**src/rtl/ubrk_pkg.sv**
```systemverilog
package ubrk_pkg;

  typedef enum logic [1:0] {
    RX_IDLE = 2'd0,
    RX_RUN  = 2'd1,
    RX_HOLD = 2'd2
  } rx_state_t;

  typedef struct packed {
    logic [7:0] data;
    logic       perr;
    logic       serr;
    logic       brk;
  } rx_char_t;

  function automatic logic vote3(input logic [2:0] s);
    return (s[0] & s[1]) | (s[0] & s[2]) | (s[1] & s[2]);
  endfunction

endpackage

```
**src/rtl/ubrk_tick_gen.sv**
```systemverilog
module ubrk_tick_gen #(
  parameter int FAST_DIV = 312,
  parameter int SLOW_DIV = 2500
) (
  input  logic clk,
  input  logic rst,
  input  logic fast,
  output logic tick
);
  localparam int MAXD = (FAST_DIV > SLOW_DIV) ? FAST_DIV : SLOW_DIV;
  localparam int W = $clog2(MAXD + 1);
  localparam logic [W-1:0] F_LAST = W'(FAST_DIV - 1);
  localparam logic [W-1:0] S_LAST = W'(SLOW_DIV - 1);

  logic [W-1:0] cnt;
  logic         fast_q;
  logic [W-1:0] last;

  assign last = fast ? F_LAST : S_LAST;

  always_ff @(posedge clk) begin
    if (rst) begin
      cnt    <= '0;
      tick   <= 1'b0;
      fast_q <= 1'b1;
    end else begin
      fast_q <= fast;
      tick   <= 1'b0;
      if (fast != fast_q) begin
        cnt <= '0;
      end else if (cnt == last) begin
        cnt  <= '0;
        tick <= 1'b1;
      end else begin
        cnt <= cnt + 1'b1;
      end
    end
  end
endmodule

```
**src/rtl/ubrk_char_rx.sv**
```systemverilog
module ubrk_char_rx
  import ubrk_pkg::*;
#(
  parameter int OSR = 16
) (
  input  logic     clk,
  input  logic     rst,
  input  logic     tick,
  input  logic     rx_in,
  output logic     done,
  output rx_char_t ch
);
  localparam int OSR_W = $clog2(OSR);
  localparam logic [OSR_W-1:0] T_LAST = OSR_W'(OSR - 1);
  localparam logic [OSR_W-1:0] T_S0   = OSR_W'(OSR / 2 - 1);
  localparam logic [OSR_W-1:0] T_S1   = OSR_W'(OSR / 2);
  localparam logic [OSR_W-1:0] T_S2   = OSR_W'(OSR / 2 + 1);
  localparam logic [3:0] BIT_STOP = 4'd10;

  logic [1:0]       sync;
  logic             rxd;
  rx_state_t        state;
  logic [OSR_W-1:0] tcnt;
  logic [3:0]       bidx;
  logic [1:0]       samp;
  logic [8:0]       bits;
  logic             v;

  assign rxd = sync[1];
  assign v   = vote3({samp, rxd});

  always_ff @(posedge clk) begin
    if (rst) begin
      sync  <= 2'b11;
      state <= RX_IDLE;
      tcnt  <= '0;
      bidx  <= '0;
      samp  <= '0;
      bits  <= '0;
      done  <= 1'b0;
      ch    <= '0;
    end else begin
      sync <= {sync[0], rx_in};
      done <= 1'b0;
      if (tick) begin
        unique case (state)
          RX_IDLE: begin
            if (!rxd) begin
              state <= RX_RUN;
              tcnt  <= '0;
              bidx  <= '0;
            end
          end
          RX_RUN: begin
            tcnt <= (tcnt == T_LAST) ? '0 : tcnt + 1'b1;
            if (tcnt == T_LAST) bidx <= bidx + 1'b1;
            if (tcnt == T_S0 || tcnt == T_S1) samp <= {samp[0], rxd};
            if (tcnt == T_S2) begin
              if (bidx == 4'd0) begin
                if (v) state <= RX_IDLE;
              end else if (bidx == BIT_STOP) begin
                done     <= 1'b1;
                ch.data  <= bits[7:0];
                ch.perr  <= ~(^bits);
                ch.serr  <= ~v;
                ch.brk   <= (bits == 9'd0) && !v;
                state    <= v ? RX_IDLE : RX_HOLD;
              end else begin
                bits <= {v, bits[8:1]};
              end
            end
          end
          RX_HOLD: begin
            if (rxd) state <= RX_IDLE;
          end
          default: state <= RX_IDLE;
        endcase
      end
    end
  end
endmodule

```
**src/rtl/ubrk_framer.sv**
```systemverilog
module ubrk_framer
  import ubrk_pkg::*;
(
  input  logic        clk,
  input  logic        rst,
  input  logic        fast,
  input  logic        done,
  input  rx_char_t    ch,
  output logic [23:0] cmd_word,
  output logic        cmd_valid,
  output logic [7:0]  data_byte,
  output logic        data_valid,
  output logic        err_parity,
  output logic        err_stop,
  output logic        err_sync
);
  logic        open_cmd;
  logic [1:0]  nbytes;
  logic [15:0] acc;
  logic        bad;

  assign bad = ch.perr | ch.serr;

  always_ff @(posedge clk) begin
    if (rst) begin
      open_cmd   <= 1'b0;
      nbytes     <= '0;
      acc        <= '0;
      cmd_word   <= '0;
      cmd_valid  <= 1'b0;
      data_byte  <= '0;
      data_valid <= 1'b0;
      err_parity <= 1'b0;
      err_stop   <= 1'b0;
      err_sync   <= 1'b0;
    end else begin
      cmd_valid  <= 1'b0;
      data_valid <= 1'b0;
      err_parity <= 1'b0;
      err_stop   <= 1'b0;
      err_sync   <= 1'b0;
      if (done) begin
        if (!fast) begin
          open_cmd   <= 1'b0;
          err_parity <= ch.perr;
          err_stop   <= ch.serr;
          if (!bad) begin
            data_byte  <= ch.data;
            data_valid <= 1'b1;
          end
        end else if (ch.brk) begin
          open_cmd <= 1'b1;
          nbytes   <= '0;
        end else if (bad) begin
          open_cmd   <= 1'b0;
          err_parity <= ch.perr;
          err_stop   <= ch.serr;
        end else if (!open_cmd) begin
          err_sync <= 1'b1;
        end else if (nbytes == 2'd2) begin
          cmd_word  <= {acc, ch.data};
          cmd_valid <= 1'b1;
          open_cmd  <= 1'b0;
        end else begin
          acc    <= {acc[7:0], ch.data};
          nbytes <= nbytes + 1'b1;
        end
      end
    end
  end
endmodule

```
**src/rtl/ubrk_cmd_rx.sv**
```systemverilog
module ubrk_cmd_rx
  import ubrk_pkg::*;
#(
  parameter int CLK_HZ    = 48_000_000,
  parameter int FAST_BAUD = 9600,
  parameter int SLOW_BAUD = 1200,
  parameter int OSR       = 16,
  parameter int FAST_DIV  = CLK_HZ / (FAST_BAUD * OSR),
  parameter int SLOW_DIV  = CLK_HZ / (SLOW_BAUD * OSR)
) (
  input  logic        clk,
  input  logic        rst,
  input  logic        baud_sel,
  input  logic        rx_in,
  output logic [23:0] cmd_word,
  output logic        cmd_valid,
  output logic [7:0]  data_byte,
  output logic        data_valid,
  output logic        err_parity,
  output logic        err_stop,
  output logic        err_sync
);
  logic     tick;
  logic     rx_done;
  rx_char_t rx_ch;
  logic     rx_brk;

  assign rx_brk = rx_ch.brk;

  ubrk_tick_gen #(.FAST_DIV(FAST_DIV), .SLOW_DIV(SLOW_DIV)) u_tick (
    .clk(clk), .rst(rst), .fast(baud_sel), .tick(tick)
  );

  ubrk_char_rx #(.OSR(OSR)) u_rx (
    .clk(clk), .rst(rst), .tick(tick), .rx_in(rx_in),
    .done(rx_done), .ch(rx_ch)
  );

  ubrk_framer u_frm (
    .clk(clk), .rst(rst), .fast(baud_sel), .done(rx_done), .ch(rx_ch),
    .cmd_word(cmd_word), .cmd_valid(cmd_valid),
    .data_byte(data_byte), .data_valid(data_valid),
    .err_parity(err_parity), .err_stop(err_stop), .err_sync(err_sync)
  );
endmodule

```
**config.mk**
```make
export PLATFORM = sky130hd
export DESIGN_NAME = ubrk_cmd_rx
export DESIGN_NICKNAME = d
export VERILOG_FILES = /design/src/rtl/ubrk_pkg.sv /design/src/rtl/ubrk_tick_gen.sv /design/src/rtl/ubrk_char_rx.sv /design/src/rtl/ubrk_framer.sv /design/src/rtl/ubrk_cmd_rx.sv
export SDC_FILE = /design/constraint.sdc
export NUM_CORES = 1
export LEC_CHECK = 0
export CORE_MARGIN = 1
export CORE_UTILIZATION = 44
export CTS_CLUSTER_DIAMETER = 100
export DETAILED_ROUTE_END_ITERATION = 12
export PLACE_DENSITY = 0.68
export SLEW_MARGIN = 20
export SYNTH_ARGS = -nofsm -noshare
export SYNTH_HDL_FRONTEND = slang
export SYNTH_HIERARCHICAL = 1
export SYNTH_SLANG_ARGS = --single-unit
```
**constraint.sdc**
```tcl
create_clock -name clk -period 1.9 [get_ports clk]
set_clock_uncertainty 0.1 [all_clocks]
set_input_delay 0.38 -clock clk [delete_from_list [all_inputs] [get_ports clk]]
set_output_delay 0.38 -clock clk [all_outputs]
set_load 0.005 [all_outputs]
```
==> results of run 1 <==
## area by class of cell
cell class | count | area, sq um
fill | 898 | 4439
multi-input combinational | 317 | 2320
sequential | 105 | 2103
timing repair buffer | 67 | 685.7
tap | 133 | 166.4
clock buffer | 10 | 127.6
inverter | 16 | 60.06
clock inverter | 6 | 52.55
## layer usage
metal  vias up  track usage [%]  wire, microns
met4         0            7.041            120
li1       1696                -              -
met3        10            2.506            240
met1      1568            21.68           4158
met2        61            26.14           4102
met5         -                0              0
## path summary, 6_finish.rpt
| kind | startpoint | end | depth (start not counted) |
|---|---|---|---|
| setup / recovery | u_frm/nbytes[0] | u_frm/acc[13] | 6 |
| hold / removal | u_rx/sync[0] | u_rx/sync[1] | 1 |
| hold reg to reg | u_rx/sync[0] | u_rx/sync[1] | 1 |
| setup reg to reg | u_frm/nbytes[0] | u_frm/acc[13] | 6 |
## through the flow
stage | TNS, ns | util [%] | hold slack (ns) | setup slack, ns
after floorplan | 0 | - | 0.2895 | 0.06180
after global placement | -7.802 | 53.46 | 0.2990 | -0.2020
after global routing | -0.02918 | 55.40 | 0.3328 | -0.01869
final | 0 | 55.40 | 0.3167 | 0.06374
after detailed placement | -9.801 | 53.46 | 0.2928 | -0.2535
after CTS | 0 | 55.27 | 0.3175 | 0.01048
## power by group through the flow
stage	registers, mW	clock network (mW)	logic, mW
4_1_cts	2.22	1.32	0.143
2_1_floorplan	2.27	0	0.0884
5_1_grt	2.23	1.41	0.160
3_5_place_dp	2.28	0	0.143
3_3_place_gp	2.27	0	0.140
6_report	2.23	1.27	0.146
## cells by family (layout without fill, tap and decap cells)
| kind of cell | after synthesis | after routing | share of synthesized area, % |
|---|---|---|---|
| AND/OR/NAND/NOR | 189 | 189 | 25.38 |
| flip-flops | 105 | 105 | 45.75 |
| multiplexers | 61 | 61 | 13.29 |
| buffers and inverters | 39 | 99 | 4.030 |
| AO/OA/AOI/OAI | 38 | 38 | 4.929 |
| XOR/XNOR | 15 | 15 | 2.860 |
| adder cells (fa/ha/maj) | 14 | 14 | 3.758 |
## state kept, by name (all words and copies together), names as in the netlist, 2 cells and up
name	flops
u_frm/acc	16
u_frm/cmd_word	24
u_frm/data_byte	8
u_frm/nbytes	2
u_rx/bidx	4
u_rx/bits	9
u_rx/ch	11
u_rx/samp	2
u_rx/state	2
u_rx/sync	2
u_rx/tcnt	4
u_tick/cnt	12
## layout by cell type (no fill, tap or decap), types with 3 or more instances in the layout
master,instances
nor2b_1,4
ha_1,12
buf_4,20
or2_2,3
clkbuf_8,9
nor3_2,10
nand3b_1,7
and3b_1,3
inv_1,15
nand3_1,10
mux2i_1,61
clkdlybuf4s50_1,39
xnor2_1,13
a31oi_1,4
dfxtp_1,104
nor4b_1,3
nand2_1,28
nand2b_1,51
nor3_4,3
nor3b_1,3
o21ai_0,5
a21oi_1,18
a211oi_1,3
buf_12,7
nor3_1,6
nor2_1,30
nand4_1,8
## Yosys cell counts, types with 2 or more instances
| cell type | instances |
|---|---|
| o211ai_1 | 2 |
| xnor2_1 | 13 |
| dfxtp_1 | 105 |
| buf_6 | 4 |
| nand4_1 | 8 |
| mux2i_1 | 61 |
| clkbuf_1 | 12 |
| ha_1 | 13 |
| or4_1 | 2 |
| inv_1 | 16 |
| nand2_1 | 28 |
| buf_2 | 7 |
| nor3_4 | 3 |
| nand3b_1 | 7 |
| nor4_1 | 2 |
| a21oi_1 | 18 |
| a31oi_1 | 4 |
| nor2b_1 | 4 |
| and3b_1 | 3 |
| nor2_1 | 30 |
| nor3_2 | 10 |
| nand2b_1 | 51 |
| xor2_1 | 2 |
| or2_2 | 3 |
| nor4b_1 | 3 |
| nor3_1 | 6 |
| and3_1 | 2 |
| o21ai_0 | 5 |
| nor3b_1 | 3 |
| nand3_1 | 10 |
| a211oi_1 | 3 |
## what timing repair did
item,in CTS,in global routing
endpoints found under the setup margin,0,12
resized for setup,0,4
hold endpoints to repair,0,0
==> out/metrics.csv, run 1 <==
stage,metric,value,unit
run_status,run_status,completed,
clock_tree,htreeDepth,3,
routing,drc,0,
floorplanning,die_width,104.2,microns
power_and_ir_drop,p_leak,2.039,nW
floorplanning,die_y,104.2,microns
power_and_ir_drop,p_switching,0.8584,mW
timing,final_hold_viol_count,0,
timing,min_period_over_period,96.65,%
routing,drt_pass1_iterations,4,
finish,layout.nets,533,
synthesis,synthCells,461,
timing,drv_slew,0,
global_routing,grt_max_degree,28,
timing,worstMarginPinSlew,0.4211,ns
critical_path,crit_arrival,2.03,ns
floorplanning,ios,41,
synthesis,synth.area.top_cells,"dfxtp_1 (46%), mux2i_1 (13%), nand2b_1 (6.9%)",
global_routing,grt_pass1_vias,3070,
timing,period_needed,1.836,ns
clock_tree,clock_latency,0.37,ns
clock_tree,cts_buffers,9,
critical_path,crit_slowest_cell,or4b_4,
clock_tree,cts_root_buffer,clkbuf_8,
flow_run,max_cap_violations,0,
floorplanning,core-area,9955,sq um
synthesis,ys_ff_latch,105,
synthesis,yosys.area.top_type,dfxtp_1,
synthesis,async_flop_share,0,%
synthesis,synth_edf_count,0,
power_and_ir_drop,vdd_drop_max,346.2,uV
critical_path,required,2.09,ns
power_and_ir_drop,p_comb_share,4.0,%
clock_tree,clk_path_buf_depth,2,
clock_tree,cts_setup_buffers,0,
placed_design,place.gp.congestion,0.8407,
synthesis,syn_area_per_cell,9.966,sq um
clock_tree,cts.sinks,105,
finish,num_antenna_cells,0,
synthesis,ys_seq_area_share,45.75,%
finish,final_layout_size_suffix_gt1_share,13.44,%
timing,setup_viol,0,
clock_tree,hold_buffers,0,
power_and_ir_drop,power_density,660.4,nW/um^2
global_routing,grt.total_usage,16.28,%
floorplanning,rows,36,
power_and_ir_drop,switching_share,23.57,%
critical_path,reg2reg_setup_slack,0.06,ns
critical_path,cp_max_fo,7,
power_and_ir_drop,pwr-share-seq,61.1,%
placed_design,dp_cells,638,
critical_path,timing_worst_setup_path_type,flip-flop to flip-flop,
synthesis,ys.flop_type,dfxtp_1,
synthesis,synth_warnings,6,
worst_hold_path,hp-class,flip-flop to flip-flop,
clock_tree,clkTransAtPathRegs,0.10,ns
finish,syn_to_final_growth,20.04,%
critical_path,cp_top_family,simple AND/OR/NAND/NOR gates,
critical_path,crit_buf_inv,2,
power_and_ir_drop,power.internal,2.784,mW
finish,final_area,5515,sq um
clock_tree,cts_tree,done,
power_and_ir_drop,p_total,3.643,mW
timing,max_freq,0.5446,GHz
timing,rsz0062_at_grt,yes,
routing,drt_wl_total,8.621,mm
routing,routedWlPerCell,13.18,microns
routing,drt-initial-drc-count,100,
floorplanning,start_util,46.15,%
routing,via_per_inst,5.099,
synthesis,synth_top_cell_area_share,45.75,%
routing,vias,3335,
power_and_ir_drop,clockPowerShare,34.9,%
synthesis,synthesis.nets,478,
synthesis,synth_area,4594,sq um
critical_path,max_stage_delay,0.53,ns
global_routing,grt_pass1_wl,14.35,mm
synthesis,yosysUniqueCellTypes,52,
floorplanning,die_area,10850,sq um
timing,slew_headroom,71.74,%
critical_path,critPathCaptureType,flip-flop,
finish,finalNonFillerCells,654,
routing,ant_nets,0,
placed_design,dp_hpwl,6.245,mm
global_routing,overflow,0,
placed_design,io_buffers,40,
placed_design,dpl_cell_area,5321,sq um
critical_path,crit_path_cell_trace,inv_2 > ha_4 > or4b_4 > nor3_4 > buf_12 > mux2i_1,
global_routing,antenna_found_initial,0,
critical_path,cp-start-kind,flip-flop,
(Power assumes the default switching activity.)
==> run 2, diff against run 1 <==
- CELL_PAD_IN_SITES_DETAIL_PLACEMENT: default -> 1
- CELL_PAD_IN_SITES_GLOBAL_PLACEMENT: default -> 1
- CORE_UTILIZATION: 44 -> 40
- PLACE_DENSITY: 0.68 -> 0.77
==> run 2 against run 1 <==
  * Worst hold slack barely moved
  * Power up 14%
  * Global-route usage is 2.3 points higher
  * Routed wire length is 17% higher
  * Register-to-register slack improved by 0.04 ns
  * Utilization down 4.7 points
  * Non-clock buffer count down 2
  * Sequential power barely moved
  * Sequential cell count did not move
  * Cell area up 1.5%
  * Setup slack gained 0.036 ns
==> out/metrics.csv, run 2 (synthesized netlist as in run 1, its figures left out) <==
stage,metric,value,unit,change
clock_tree,clk_path_buf_depth,2,,unchanged
finish,final_common_cell,dfxtp_1,,
timing,worstMarginPinSlew,0.5218,ns,+0.1007 ns
clock_tree,clock_latency,0.35,ns,-0.02 ns
clock_tree,cts.repair.resized,0,,unchanged
timing,max_freq,0.5555,GHz,+2.0%
timing,slew_headroom,64.98,%,-6.8 points
finish,largest_reg_flops,24,,unchanged
placed_design,dp_hpwl,7.295,mm,+17%
power_and_ir_drop,p_switching,0.9390,mW,+9.4%
floorplanning,die_width,109.2,microns,+4.8%
placed_design,pre_cts_ws,-0.2626,ns,-0.009164 ns
timing,drv_slew,0,,unchanged
critical_path,critPathCaptureType,flip-flop,,
timing,final_hold_viol_count,0,,unchanged
finish,num_antenna_cells,0,,unchanged
worst_hold_path,hp-class,flip-flop to flip-flop,,
timing,period_needed,1.800,ns,-0.03616 ns
floorplanning,die_area,11920,sq um,+9.8%
power_and_ir_drop,clockPowerShare,43.2,%,+8.3 points
placed_design,io_buffers,40,,unchanged
run_status,run_status,completed,,
timing,setup_viol,0,,unchanged
finish,top_regs,"u_frm/cmd_word (24), u_frm/acc (16), u_tick/cnt (12)",,
finish,finalNonFillerCells,659,,+0.76%
clock_tree,cts_setup_buffers,0,,unchanged
floorplanning,start_util,41.65,%,-4.5 points
finish,syn_to_final_growth,21.81,%,
routing,drt_wl_total,10.07,mm,+17%
timing,min_period_over_period,94.74,%,-1.9 points
routing,routedWlPerCell,15.27,microns,+16%
power_and_ir_drop,power.internal,3.220,mW,+16%
routing,drc,0,,unchanged
global_routing,antenna_found_initial,0,,unchanged
power_and_ir_drop,switching_share,22.58,%,-0.99 points
global_routing,grt.total_usage,18.61,%,+2.3 points
clock_tree,clkTransAtPathRegs,0.08,ns,-0.02 ns
finish,layout.nets,531,,-0.38%
routing,drt_pass1_iterations,4,,unchanged
routing,vias,3393,,+1.7%
placed_design,dp_cells,643,,+0.78%
routing,via_per_inst,5.149,,+0.97%
global_routing,grt_pass1_vias,3545,,+15%
timing,rsz0062_at_grt,no,,
critical_path,timing_worst_setup_path_type,flip-flop to flip-flop,,
clock_tree,cts_buffers,9,,unchanged
finish,final_cell_mix,"dfxtp_1 (104), mux2i_1 (61), nand2b_1 (51), clkdlybuf4s50_1 (39), nor2_1 (30)",,
finish,final_layout_size_suffix_gt1_share,13.29,%,-0.14 points
global_routing,overflow,0,,unchanged
critical_path,crit_arrival,1.98,ns,-0.05 ns
timing,fin_ws,0.09990,ns,+0.03616 ns
finish,top_register,u_frm/cmd_word,,
floorplanning,core-area,11030,sq um,+11%
global_routing,grt_max_degree,65,,+130%
flow_run,max_cap_violations,0,,unchanged
routing,ant_nets,0,,unchanged
critical_path,cp_max_fo,7,,unchanged
critical_path,cp-start-kind,flip-flop,,
critical_path,required,2.08,ns,about the same
floorplanning,ios,41,,unchanged
floorplanning,rows,38,,+5.6%
power_and_ir_drop,power_density,743.1,nW/um^2,+13%
global_routing,grt_pass1_wl,17.21,mm,+20%
finish,nFillCells,1254,,+40%
power_and_ir_drop,p_comb_share,3.3,%,-0.7 points
routing,drt-initial-drc-count,119,,+19%
power_and_ir_drop,pwr-share-seq,53.5,%,-7.6 points
power_and_ir_drop,p_leak,2.070,nW,+1.5%
clock_tree,cts_tree,done,,
clock_tree,htreeDepth,3,,unchanged
clock_tree,cts_root_buffer,clkbuf_16,,
clock_tree,cts.sinks,105,,unchanged
power_and_ir_drop,vdd_drop_max,489.4,uV,+41%
placed_design,place.gp.congestion,0.7874,,-6.3%
clock_tree,hold_buffers,0,,unchanged
floorplanning,die_y,109.2,microns,+4.8%
==> run 2: path summary, 6_finish.rpt <==
check	startpoint	endpoint	slack [ns]	depth (start not counted)
worst max-delay path	u_frm/nbytes[0]	u_frm/acc[13]	0.1	6
worst min-delay path	u_rx/sync[0]	u_rx/sync[1]	0.32	1
worst max register to register	u_frm/nbytes[0]	u_frm/acc[13]	0.1	6
worst min register to register	u_rx/sync[0]	u_rx/sync[1]	0.32	1
==> run 2: layer usage <==
layer	up-vias	global-route usage, %	part of all wire [%]	wire length (microns)
met4	0	5.714	1.4	143
met1	1661	22.57	45	4536
li1	1679	-	-	-
met3	13	4.782	2.7	267
met5	-	0	0	0
met2	40	32.17	51	5119
==> run 2: stage by stage <==
stage | utilization (%) | hold WS (ns) | TNS [ns] | area, sq um | total power, mW
global route | 50.74 | 0.3297 | 0 | 5597 | 4.329
finish | 50.74 | 0.3162 | 0 | 5597 | 4.159
global placement | 48.07 | 0.2956 | -5.592 | 5303 | 2.407
detailed placement | 48.07 | 0.2969 | -8.382 | 5303 | 2.414
CTS | 50.70 | 0.3182 | 0 | 5593 | 4.212
floorplan | - | 0.2895 | 0 | 4594 | 2.360
==> run 2: power by group through the flow <==
stage	registers [mW]	clock network (mW)	logic, mW
finish	2.22	1.80	0.139
global route	2.22	1.95	0.152
CTS	2.22	1.85	0.140
detailed placement	2.27	0	0.140
global placement	2.27	0	0.134
floorplan	2.27	0	0.0884
==> run 2: cell type report <==
| cell class | count | area, sq um | area share (%) |
|---|---|---|---|
| Sequential cell | 105 | 2103 | 37.58 |
| Clock inverter | 6 | 51.30 | 0.9166 |
| Tap cell | 140 | 175.2 | 3.130 |
| Timing Repair Buffer | 65 | 658.1 | 11.76 |
| Clock buffer | 10 | 239.0 | 4.270 |
| Multi-Input combinational cell | 317 | 2310 | 41.27 |
| Inverter | 16 | 60.06 | 1.073 |
==> run 2: critical path: stages (launching register included) <==
cell	delay, ns
dfxtp_2	0.33
inv_2	0.05
ha_2	0.18
or4b_4	0.50
nor3_4	0.23
buf_12	0.16
mux2i_1	0.18
==> run 3, diff against run 2 <==
- CAP_MARGIN: default -> 40
==> results of run 3 <==
Final layout, timing and power as in run 2 (identical DEF).
